===== src/rtl/irq_msg_pkg.sv =====
package irq_msg_pkg;

    // register byte offsets (software visible map)
    localparam int OFS_TGT0   = 'h004;
    localparam int OFS_ROUTE0 = 'h00C;
    localparam int OFS_TGT1   = 'h010;
    localparam int OFS_ROUTE1 = 'h014;
    localparam int OFS_ENA    = 'h018;
    localparam int OFS_PEND   = 'h01C;
    localparam int OFS_CLASS  = 'h024;
    localparam int OFS_LEVEL  = 'h028;

    typedef enum logic [0:0] {
        ST_IDLE = 1'b0,
        ST_SEND = 1'b1
    } disp_state_e;

endpackage


===== src/rtl/irq_msg_capture.sv =====
module irq_msg_capture #(
    parameter int              NSRC      = 11,
    parameter logic [NSRC-1:0] IMPL_MASK = '1
) (
    input  logic            clk,
    input  logic            rst_n,
    input  logic [NSRC-1:0] src_lvl,
    input  logic            pend_clr,
    output logic [NSRC-1:0] level,
    output logic [NSRC-1:0] pend,
    output logic [NSRC-1:0] rise
);
    logic [NSRC-1:0] src_m;

    assign src_m = src_lvl & IMPL_MASK;
    assign rise  = src_m & ~level;

    always_ff @(posedge clk or negedge rst_n) begin
        if (!rst_n) begin
            level <= '0;
            pend  <= '0;
        end else begin
            level <= src_m;
            pend  <= (pend_clr ? '0 : pend) | rise;
        end
    end
endmodule


===== src/rtl/irq_msg_regs.sv =====
module irq_msg_regs
    import irq_msg_pkg::*;
#(
    parameter int NSRC = 11,
    parameter int DW   = 32,
    parameter int AW   = 12,
    localparam int BW  = DW / 8
) (
    input  logic            clk,
    input  logic            rst_n,
    input  logic [AW-1:0]   reg_addr,
    input  logic            reg_rd,
    input  logic            reg_wr,
    input  logic [BW-1:0]   reg_be,
    input  logic [DW-1:0]   reg_wdata,
    input  logic [NSRC-1:0] level,
    input  logic [NSRC-1:0] pend,
    output logic [NSRC-1:0] ena,
    output logic [NSRC-1:0] cls,
    output logic [DW-1:0]   tgt0,
    output logic [DW-1:0]   tgt1,
    output logic [DW-1:0]   rdata,
    output logic            pend_clr
);
    assign pend_clr = (reg_rd || reg_wr) && (reg_addr == AW'(OFS_PEND));

    always_ff @(posedge clk or negedge rst_n) begin
        if (!rst_n) begin
            ena  <= '0;
            cls  <= '0;
            tgt0 <= '0;
            tgt1 <= '0;
        end else if (reg_wr) begin
            if (reg_addr == AW'(OFS_TGT0)) begin
                for (int i = 0; i < DW; i++)
                    if (reg_be[i/8]) tgt0[i] <= reg_wdata[i];
            end
            if (reg_addr == AW'(OFS_TGT1)) begin
                for (int i = 0; i < DW; i++)
                    if (reg_be[i/8]) tgt1[i] <= reg_wdata[i];
            end
            if (reg_addr == AW'(OFS_ENA)) begin
                for (int i = 0; i < NSRC; i++)
                    if (reg_be[i/8]) ena[i] <= reg_wdata[i];
            end
            if (reg_addr == AW'(OFS_CLASS)) begin
                for (int i = 0; i < NSRC; i++)
                    if (reg_be[i/8]) cls[i] <= reg_wdata[i];
            end
        end
    end

    always_comb begin
        rdata = '0;
        case (reg_addr)
            AW'(OFS_TGT0):   rdata = tgt0;
            AW'(OFS_TGT1):   rdata = tgt1;
            AW'(OFS_ROUTE0): rdata[NSRC-1:0] = level & ena & ~cls;
            AW'(OFS_ROUTE1): rdata[NSRC-1:0] = level & ena & cls;
            AW'(OFS_ENA):    rdata[NSRC-1:0] = ena;
            AW'(OFS_PEND):   rdata[NSRC-1:0] = pend;
            AW'(OFS_CLASS):  rdata[NSRC-1:0] = cls;
            AW'(OFS_LEVEL):  rdata[NSRC-1:0] = level;
            default:         rdata = '0;
        endcase
    end
endmodule


===== src/rtl/irq_msg_dispatch.sv =====
module irq_msg_dispatch
    import irq_msg_pkg::*;
#(
    parameter int NSRC  = 11,
    parameter int DW    = 32,
    parameter int ALIGN = 5,
    localparam int IDXW = $clog2(NSRC)
) (
    input  logic            clk,
    input  logic            rst_n,
    input  logic [NSRC-1:0] rise,
    input  logic [NSRC-1:0] ena,
    input  logic [NSRC-1:0] cls,
    input  logic [DW-1:0]   tgt0,
    input  logic [DW-1:0]   tgt1,
    input  logic            msg_ready,
    output logic            msg_valid,
    output logic [DW-1:0]   msg_addr,
    output logic [DW-1:0]   msg_data
);
    disp_state_e     state_q, state_d;
    logic [NSRC-1:0] queue_q, class_q, new_q, take_vec;
    logic [IDXW-1:0] pick_idx;
    logic            pick_hit, load;
    logic [DW-1:0]   sel_tgt;

    // lowest queued index wins
    always_comb begin
        pick_hit = 1'b0;
        pick_idx = '0;
        for (int i = NSRC - 1; i >= 0; i--) begin
            if (queue_q[i]) begin
                pick_hit = 1'b1;
                pick_idx = IDXW'(i);
            end
        end
    end

    assign load     = (state_q == ST_IDLE) && pick_hit;
    assign take_vec = load ? (NSRC'(1) << pick_idx) : '0;
    assign new_q    = rise & ena;
    assign sel_tgt  = class_q[pick_idx] ? tgt1 : tgt0;

    always_comb begin
        state_d = state_q;
        unique case (state_q)
            ST_IDLE: if (pick_hit)  state_d = ST_SEND;
            ST_SEND: if (msg_ready) state_d = ST_IDLE;
            default: state_d = ST_IDLE;
        endcase
    end

    always_ff @(posedge clk or negedge rst_n) begin
        if (!rst_n) state_q <= ST_IDLE;
        else        state_q <= state_d;
    end

    always_ff @(posedge clk or negedge rst_n) begin
        if (!rst_n) begin
            queue_q <= '0;
            class_q <= '0;
        end else begin
            queue_q <= (queue_q & ~take_vec) | new_q;
            class_q <= (class_q & ~new_q) | (cls & new_q);
        end
    end

    always_ff @(posedge clk or negedge rst_n) begin
        if (!rst_n) begin
            msg_addr <= '0;
            msg_data <= '0;
        end else if (load) begin
            msg_addr <= {sel_tgt[DW-1:ALIGN], {ALIGN{1'b0}}};
            msg_data <= {{(DW-ALIGN){1'b0}}, sel_tgt[ALIGN-1:0]};
        end
    end

    assign msg_valid = (state_q == ST_SEND);
endmodule


===== src/rtl/irq_msg_ctrl.sv =====
module irq_msg_ctrl #(
    parameter int                NSRC      = 11,
    parameter int                DW        = 32,
    parameter int                AW        = 12,
    parameter int                ALIGN     = 5,
    parameter logic [NSRC-1:0]   IMPL_MASK = 11'h5FF,
    localparam int               BW        = DW / 8
) (
    input  logic            clk,
    input  logic            rst_n,
    input  logic [AW-1:0]   reg_addr,
    input  logic            reg_rd,
    input  logic            reg_wr,
    input  logic [BW-1:0]   reg_be,
    input  logic [DW-1:0]   reg_wdata,
    output logic [DW-1:0]   reg_rdata,
    input  logic [NSRC-1:0] src_lvl,
    output logic            msg_valid,
    input  logic            msg_ready,
    output logic [DW-1:0]   msg_addr,
    output logic [DW-1:0]   msg_data
);
    logic [NSRC-1:0] level, pend, rise, ena, cls;
    logic [DW-1:0]   tgt0, tgt1;
    logic            pend_clr;

    irq_msg_capture #(.NSRC(NSRC), .IMPL_MASK(IMPL_MASK)) u_capture (
        .clk(clk), .rst_n(rst_n), .src_lvl(src_lvl), .pend_clr(pend_clr),
        .level(level), .pend(pend), .rise(rise)
    );

    irq_msg_regs #(.NSRC(NSRC), .DW(DW), .AW(AW)) u_regs (
        .clk(clk), .rst_n(rst_n), .reg_addr(reg_addr), .reg_rd(reg_rd),
        .reg_wr(reg_wr), .reg_be(reg_be), .reg_wdata(reg_wdata),
        .level(level), .pend(pend), .ena(ena), .cls(cls),
        .tgt0(tgt0), .tgt1(tgt1), .rdata(reg_rdata), .pend_clr(pend_clr)
    );

    irq_msg_dispatch #(.NSRC(NSRC), .DW(DW), .ALIGN(ALIGN)) u_dispatch (
        .clk(clk), .rst_n(rst_n), .rise(rise), .ena(ena), .cls(cls),
        .tgt0(tgt0), .tgt1(tgt1), .msg_ready(msg_ready),
        .msg_valid(msg_valid), .msg_addr(msg_addr), .msg_data(msg_data)
    );
endmodule


===== config.mk =====
export PLATFORM = sky130hd
export DESIGN_NAME = irq_msg_ctrl
export DESIGN_NICKNAME = d
export VERILOG_FILES = /design/src/rtl/irq_msg_pkg.sv /design/src/rtl/irq_msg_capture.sv /design/src/rtl/irq_msg_regs.sv /design/src/rtl/irq_msg_dispatch.sv /design/src/rtl/irq_msg_ctrl.sv
export SDC_FILE = /design/constraint.sdc
export NUM_CORES = 1
export LEC_CHECK = 0
export BUFFER_PORTS_ARGS = -buffer_cell sky130_fd_sc_hd__clkbuf_2
export CAP_MARGIN = 20
export CORE_MARGIN = 5
export CORE_UTILIZATION = 55
export DETAILED_ROUTE_END_ITERATION = 16
export GPL_ROUTABILITY_DRIVEN = 1
export PLACE_DENSITY = 0.83
export SKIP_CTS_REPAIR_TIMING = 1
export SLEW_MARGIN = 0
export SYNTH_ARGS = -nofsm -noshare
export SYNTH_HDL_FRONTEND = slang
export SYNTH_SLANG_ARGS = --single-unit

===== constraint.sdc =====
create_clock -name clk -period 4.65 [get_ports clk]
set_input_delay 0 -clock clk [delete_from_list [all_inputs] [get_ports clk]]
set_output_delay 0 -clock clk [all_outputs]
set_load 0.05 [all_outputs]

Word level (Yosys, flattened, before mapping). Cells that the tools add are included. Widths: inputs -> output; s select.

Add/sub/neg operators: 0. $mul: 0. Divide/modulo/power cells: 0. Order comparisons: 1. Equal/unequal tests: 8. Shifts and indexed selects: 1. Muxes and demuxes: 32. Bitwise gates (word level): 16. Reductions and logical operators: 15.

Operators by type and width (number): $and 11x11->11 (8); $pmux 11 s8 (1); $eq 12x5->1 const B (4); $mux 4 (11); $not 11->11 (4); $pmux 21 s2 (1); $reduce_and 3->1 (12); $or 11x11->11 (3); $mux 32 (1); $eq 12x6->1 const B (2); $mux 11 (2); $mux 1 (14); $eq 12x3->1 const B (1); $eq 12x4->1 const B (1); $shl 1x4->11 const A (1); $lt 4x5->1 const B (1); $bmux 1 s4 (1); $logic_and 1x1->1 (2); $pmux 1 s2 (1); $logic_or 1x1->1 (1); $not 1->1 (1).

Register bits: 162. Bits in latches: 0. RAM bits: 0. Bits in read-only memories: 0. Bits of input ports: 64. Output and inout bits: 97. Word-level logic and storage cells: 92. Memories kept: 0.

Longest topological paths before layout. Gate-level depths: netlist (run 1).

Depth in word-level cells: 16. Gate-level depth with buffers: 9.

Hierarchy. Synthesis (run 1) repeated with hierarchy kept, for this count alone.

Cells, all modules: 760. Area total of the unflattened synthesis: 8479.4 um^2.

By module, submodules not included: irq_msg_regs (instances 1, cells an instance 368, area an instance 4609.4 um^2, seq. area each 2152.1 um^2); irq_msg_dispatch (instances 1, cells an instance 347, area an instance 3126.7 um^2, seq. area each 1376.3 um^2); irq_msg_capture (instances 1, cells an instance 45, area an instance 743.2 um^2, seq. area each 500.5 um^2).

Worst setup path before layout (run 1). Ideal clock, no wire load.

Kind: reg-to-reg. From: reg u_dispatch.queue_q[8]. To: reg u_dispatch.msg_addr[21]. Setup time: 126 ps. Arrival time: 1989 ps. Setup slack: 2535 ps. Stages on the path, launching flop included: 9. Buffers on the path: 1. Cells stage by stage: dfrtp_1 > nand2b_1 > a221oi_4 > o221ai_1 > and4bb_1 > a211o_4 > buf_6 > o21ai_0 > a21oi_1.

Cells in the longest elaborated chain, start to end: 12. Elaborated cells between the ends (all ways): 22. Those cells by class: 21 x mux; 1 x reduce/logical.

RTL lines: from (decl) (RTL line irq_msg_dispatch.sv:22) `logic [NSRC-1:0] queue_q, class_q, new_q, take_vec;`; from (signal assigned) (RTL line irq_msg_dispatch.sv:63) `queue_q <= (queue_q & ~take_vec) | new_q;`; $mux 4 (9 in a row) (RTL line irq_msg_dispatch.sv:32) `if (queue_q[i]) begin`; $bmux 1 s4 (RTL line irq_msg_dispatch.sv:42) `assign sel_tgt = class_q[pick_idx] ? tgt1 : tgt0;`; $mux 1 (not written as such) (RTL line irq_msg_dispatch.sv:42); $mux 32 (RTL line irq_msg_dispatch.sv:42); to (signal assigned) (RTL line irq_msg_dispatch.sv:73) `msg_addr <= {sel_tgt[DW-1:ALIGN], {ALIGN{1'b0}}};`; to (decl) (RTL line irq_msg_dispatch.sv:18) `output logic [DW-1:0] msg_addr,`.

Parallel ways exist; a longest one is shown, timed or not. The select of a mux whose other input is x is not followed. A chain may end at the register's enable or synchronous reset.

Worst setup path after layout (run 1).
From: reg u_dispatch.queue_q[5]. To: reg u_dispatch.msg_addr[19].

Cells in the longest elaborated chain, start to end: 9. Elaborated cells between the ends (all ways): 16. Those cells by class: 15 x mux; 1 x reduce/logical.

RTL lines (RTL line): $mux 4 (6 in a row) (irq_msg_dispatch.sv:32); $bmux 1 s4 (irq_msg_dispatch.sv:42); $mux 1 (not written as such) (irq_msg_dispatch.sv:42); $mux 32 (irq_msg_dispatch.sv:42).

Parallel ways exist; a longest one is shown, timed or not. The select of a mux whose other input is x is not followed.

==> flow_summary.ini, run 1 <==
[run_status]
status = completed

[layout]
layout.cells.most_common = dfrtp_1
nFillCells = 959
multiInputGateArea_um2 = 3490
ff_latch_area_um2 = 4000
fin_nets = 937
final_cell_mix = 160 x dfrtp_1, 126 x clkbuf_2, 96 x mux2_2, 52 x nand2_1, 50 x o21ai_0
postLayoutCellArea_um2 = 9430
drive_above_1_share_pct = 32.7
synthToLayoutAreaGrowth_pct = 20.4

[synthesis]
synth-seq-cells = 160
synth_mux_area_share_pct = 15.2
synthArstFlopShare_pct = 100
syn_area_per_cell_um2 = 11.1
synthFlopType = dfrtp_1
synth-compound-area-share_pct = 18.1
seq_area_frac_synth_pct = 51.1
syn-instance-count = 708
syn-cell-area_um2 = 7830
synth_simple_gate_area_share_pct = 9.25
synth-xor-area-share_pct = 0
yosysWarnings = 0
synth_top_family_by_area = compound AO/OA/AOI/OAI gates
ys_types = 59
synthAdderAreaFrac_pct = 0
synth-edff-count = 0

[clock_tree]
clk_pin_slew_ns = 0.06
cts_tree = built
cts_buffers = 17
cts.path.max_buffers = 2
htreeDepth = 4
cts_sinks = 160
worstSkewPairLatency_ns = 0.43
cts_root_buf = clkbuf_16

[timing]
whs_ns = 0.0643
setup_viol = 0
worstMarginPinSlew_ns = 1.20
fmax_ghz = 0.322
hold_viol_final = 0
rsz0062_at_grt = no
fin_crit_ns = 3.10
fin_setup_tns_ns = 0
fin_skew_ns = 0.0110
slew_headroom_pct = 19.4
fin_crit_sh_pct = 66.7
drv_slew = 0

[setup_path]
worstPathRequired_ns = 5.00
cp.arrival_ns = 3.46
r2r-end = u_dispatch.msg_addr[19]$_DFFE_PN0P_
r2r-start = u_dispatch.queue_q[5]$_DFF_PN0_
r2r_cells = 8
critPathMaxFanout = 19
worst-r2r-setup-slack_ns = 1.55
critPathLaunchType = register
end_kind = register
crit_type = register to register

[die]
initial_core_util_pct = 56.2
die_area_um2 = 16700
ios = 161
chipWidth_um = 129
chipHeight_um = 129
core-area_um2 = 13900
fp-row-count = 43

[global_routing]
grt_max_degree = 110
antenna_found_initial = 0
grt_usage_pct = 25.6
overflow = 0
grt_pass1_vias = 6286
grt_pass1_wl_um = 32800

[route]
firstDrtPassIters = 6
drcViolationCount = 0
wl_per_cell_um = 21.0
drtIter0Drc = 704
drt-total-wl_um = 22300
vias_per_cell = 6.21
ant_nets = 0
vias = 6597

[power]
p_leak_nw = 4.56
powerDensity_nw_per_um2 = 579
peakVddDrop_v = 0.000523
design_power_total_mw = 5.46

[worst_hold_path]
hold_depth = 3
hold_path.class = input pin to register
worst_hold_startpoint = reg_be[1]
hold_path_end = u_regs.cls[8]$_DFFE_PN0P_

[flow_run]
maxCapViolCount = 0

[placement]
hpwl_um = 13800
io_buffers = 127
globalplace.congestion = 0.927
place_area_um2 = 8500
## metrics by stage
step	instances	util [%]	worst slack (ns)
floorplan	739	-	2.54
global placement	990	61.0	1.71
detailed placement	990	61.0	1.61
CTS	1018	64.5	1.57
global route	1062	67.7	1.42
finish	1063	67.7	1.55
## routing by layer
layer	track usage, %	routed length (um)	up-vias
li1	-	-	2861
met1	33.9	8730	3228
met2	39.4	10600	410
met3	5.81	1830	98
met4	13.7	1160	0
met5	0	0	-
## area by class of cell
class	count	share of cell area, %
diodes	1	0.0265
clock buffers	20	4.74
clock inverters	8	0.478
inverters	17	0.677
multi-input cells	496	37.0
flip-flops and latches	160	42.5
well taps	180	2.39
repair buffers	181	12.3
## how the worst max path moves through the flow
stage                                                from                                   to  slack (ns)  cells past startpoint
after detailed placement  u_dispatch.queue_q[8]$_DFF_PN0_  u_dispatch.msg_addr[28]$_DFFE_PN0P_        1.61                      8
after floorplan           u_dispatch.queue_q[8]$_DFF_PN0_  u_dispatch.msg_addr[21]$_DFFE_PN0P_        2.54                      8
after global placement    u_dispatch.queue_q[7]$_DFF_PN0_  u_dispatch.msg_addr[31]$_DFFE_PN0P_        1.71                      8
final                     u_dispatch.queue_q[5]$_DFF_PN0_  u_dispatch.msg_addr[19]$_DFFE_PN0P_        1.55                      8
after CTS                 u_dispatch.queue_q[5]$_DFF_PN0_  u_dispatch.msg_addr[28]$_DFFE_PN0P_        1.57                      8
after global routing      u_dispatch.queue_q[5]$_DFF_PN0_  u_dispatch.msg_addr[23]$_DFFE_PN0P_        1.42                      8
## synth_stat cells (2+ instances only)
cell type | number | share of area, %
dfrtp_1 | 160 | 51
mux2_2 | 96 | 14
nand2_1 | 52 | 2.5
o21ai_0 | 50 | 3.2
a21oi_1 | 44 | 2.8
nor2_1 | 44 | 2.1
buf_4 | 33 | 3.2
a31oi_1 | 32 | 2.6
o21ai_1 | 23 | 1.5
a22o_1 | 21 | 2.3
clkbuf_1 | 17 | 0.81
inv_1 | 16 | 0.77
mux2i_1 | 11 | 1.4
nor2b_1 | 11 | 0.88
a21o_1 | 10 | 0.96
a221oi_1 | 10 | 1.1
buf_2 | 10 | 0.64
nand3_1 | 8 | 0.51
buf_6 | 6 | 0.86
nand4_1 | 3 | 0.24
nor3_1 | 3 | 0.19
nor4_1 | 3 | 0.24
o31ai_1 | 3 | 0.29
a21oi_2 | 2 | 0.22
and3_1 | 2 | 0.16
nor3_2 | 2 | 0.26
nor4_2 | 2 | 0.32
o211a_1 | 2 | 0.26
or4_1 | 2 | 0.19
## worst max-delay path, cell delays in order (launching register included)
cell,delay (ns)
dfrtp_1,0.42
nor2_1,0.19
a221oi_4,0.14
o31ai_2,0.43
nand3_1,0.27
a211oi_4,0.81
buf_4,0.42
a31oi_1,0.14
a21oi_1,0.20
## report_power, final
part | internal [mW] | leakage (nW) | switching (mW)
clock | 0.676 | 0.243 | 0.537
sequential | 1.58 | 2.10 | 0.123
combinational | 0.587 | 2.22 | 1.96
## flip-flops by register name (all words and copies together) (netlist names), named ones only
signal	count
u_capture.pend	10
u_dispatch.msg_data	5
u_regs.ena	11
u_dispatch.msg_valid	1
u_regs.tgt0	32
u_regs.cls	11
u_regs.tgt1	32
u_capture.level	10
u_dispatch.queue_q	11
u_dispatch.msg_addr	27
## cells by family (layout without fill, tap and decap cells)
family,Yosys count,in the layout
buffers and inverters,83,226
flip-flops,160,160
AND/OR/NAND/NOR,144,144
multiplexers,107,107
other,1,33
AO/OA/AOI/OAI,213,213
Power figures use the tool's default switching activity.
==> inputs of run 2 (changes only) <==
- CORE_UTILIZATION: 55 -> 50
- PLACE_DENSITY: 0.83 -> 0.8
- clock period: 4.65 -> 2.57 ns (I/O delays scaled with it)
==> run 2 against run 1 <==
  * The flow now finishes with violations (setup timing)
  * Fmax increased by 15%
  * Via count increased by 4.4%
  * Worst setup slack got worse by 1.7 ns
  * Critical path type unchanged
  * Clock power increased by 110%
  * Global-route usage decreased by 1.5 points
  * Sequential cell count unchanged
  * Sequential share of layout area decreased by 4.0 points
  * Sequential power increased by 82%
  * First-iteration DRC count increased by 3.1%
  * Register-to-register slack got worse by 1.7 ns
  * Clock skew decreased by 0.0019 ns
  * Cell count increased by 6.4%
==> flow_summary.ini, run 2 (synthesis gave the netlist of run 1 again) <==
[timing]
fin_crit_sh_pct = 105
finalWorstSetupSlack_ns = -0.121
drv_slew = 0
fin_crit_ns = 2.69
hold_viol_final = 0
whs_ns = 0.0817
worstMarginPinSlew_ns = 0.572
slew_headroom_pct = 61.8
fin_skew_ns = 0.00908
fmax_ghz = 0.372
fin_setup_tns_ns = -0.168
setup_viol = 6

[setup_path]
worstSetupStartpoint = u_dispatch.queue_q[10]$_DFF_PN0_
endpoint = u_dispatch.msg_addr[31]$_DFFE_PN0P_
slowest_delay_ns = 0.41
cp.arrival_ns = 3.02
worst-r2r-setup-slack_ns = -0.12
path_depth = 9
crit_family = compound AO/OA/AOI/OAI gates
end_kind = register
r2r_cells = 9
worstPathBufferInverterCount = 2
r2r-end = u_dispatch.msg_addr[31]$_DFFE_PN0P_
critPathLaunchType = register
cp_cell_sequence = nor3b_1, o31ai_2, a21o_2, nand3_1, a211oi_4, buf_6, clkbuf_16, a31oi_1, a21oi_1
crit_type = register to register
r2r-start = u_dispatch.queue_q[10]$_DFF_PN0_
worstPathRequired_ns = 2.90
critPathMaxFanout = 8
slowest_stage = dfrtp_1

[clock_tree]
cts.path.max_buffers = 2
cts_tree = built
cts_buffers = 17
worstSkewPairLatency_ns = 0.43
cts_sinks = 160
cts_root_buf = clkbuf_16
clk_pin_slew_ns = 0.06
htreeDepth = 4

[layout]
layout.cells.most_common = dfrtp_1
drive_above_1_share_pct = 35.9
final_cell_mix = 160 x dfrtp_1, 97 x clkbuf_2, 96 x mux2_2, 52 x nand2_1, 48 x o21ai_0
top_regs = u_regs.tgt0 x32, u_regs.tgt1 x32, u_dispatch.msg_addr x27
synthToLayoutAreaGrowth_pct = 32.9
diodes = 0
final_cells = 1131
fin_nets = 971
nFillCells = 1014

[global_routing]
grt_pass1_vias = 6434
overflow = 0
grt_max_degree = 60
antenna_found_initial = 0
grt_pass1_wl_um = 34400
grt_usage_pct = 24.1

[power]
p_sw_share_pct = 46.2
peakVddDrop_v = 0.00105
comb_power_share_pct = 51.3
pwr-share-seq_pct = 26.5
powerDensity_nw_per_um2 = 1120
switchingPower_mw = 5.40
p_leak_nw = 4.92
clkPwrFrac_pct = 22.2
intPower_mw = 6.28

[die]
chipWidth_um = 135
ios = 161
initial_core_util_pct = 51.3
die_area_um2 = 18300
fp-row-count = 45
chipHeight_um = 135
core-area_um2 = 15300

[worst_hold_path]
hold_path.class = input pin to register
hold_depth = 3

[route]
drcViolationCount = 0
wl_per_cell_um = 21.9
ant_nets = 0
drt-total-wl_um = 24800
vias_per_cell = 6.09
drtIter0Drc = 726
vias = 6887
firstDrtPassIters = 5

[placement]
hpwl_um = 15000
dpl.cell_count = 1044
globalplace.congestion = 0.930
io_buffers = 127

[run_status]
status = finished with violations
violations = setup timing

[flow_run]
maxCapViolCount = 0
[run 2: cell types whose count changed in the layout (fill, tap and decap cells not counted), moves of 2 or more]
| cell | change |
|---|---|
| bufinv_16 | +3 |
| clkinv_2 | -3 |
| buf_4 | +23 |
| clkbuf_16 | +2 |
| nor2_1 | -2 |
| inv_6 | +2 |
| o21ai_1 | +2 |
| clkbuf_2 | -29 |
| buf_12 | +35 |
| o21ai_0 | -2 |
| buf_6 | +2 |
| nor2_2 | +2 |
[run 2: layout make-up]
cell class | count | area (um2) | share of cell area, %
clock buffers | 20 | 437 | 4.20
clock inverters | 12 | 158 | 1.51
inverters | 17 | 63.8 | 0.613
multi-input cells | 497 | 3520 | 33.9
flip-flops and latches | 160 | 4000 | 38.5
well taps | 211 | 264 | 2.54
repair buffers | 214 | 1960 | 18.8
[run 2: per-stage QoR]
| stage | setup WS [ns] | power, mW | utilization, % | instance area, um2 |
|---|---|---|---|---|
| finish | -0.121 | 11.7 | 68.2 | 10400 |
| detailed placement | 0.0758 | 7.96 | 60.4 | 9210 |
| global route | -0.158 | 12.0 | 68.2 | 10400 |
| CTS | -0.0710 | 10.6 | 64.2 | 9800 |
| global placement | 0.184 | 7.88 | 60.4 | 9210 |
| floorplan | 0.455 | 6.55 | - | 7950 |
[run 2: routing by layer]
metal  track usage, %  vias up  wire [um]
li1                 -     2908          -
met1             31.4     3361       9160
met2             37.9      518      11600
met3             6.76      100       2950
met4             10.6        0       1090
met5                0        -          0
[run 2: worst min-delay path by stage]
stage                 from                      endpoint
floorplan            rst_n    asynchronous set/reset pin
global placement     rst_n    u_regs.tgt1[7]$_DFFE_PN0P_
detailed placement   rst_n  u_capture.level[7]$_DFF_PN0_
CTS                  rst_n  u_capture.level[7]$_DFF_PN0_
global route        reg_rd   u_capture.pend[4]$_DFF_PN0_
finish              reg_rd   u_capture.pend[0]$_DFF_PN0_
[run 2: tightest hold or removal path: stages]
cell and delay [ns]:
clkbuf_2 0.08, o21ai_1 0.17, a21o_1 0.22
[run 2: power by group through the flow]
stage	combinational [mW]	clock, mW	sequential (mW)
6_report	5.99	2.59	3.10
5_1_grt	6.16	2.70	3.13
4_1_cts	4.90	2.59	3.08
3_5_place_dp	4.84	0	3.12
3_3_place_gp	4.76	0	3.11
2_1_floorplan	2.58	0	3.98
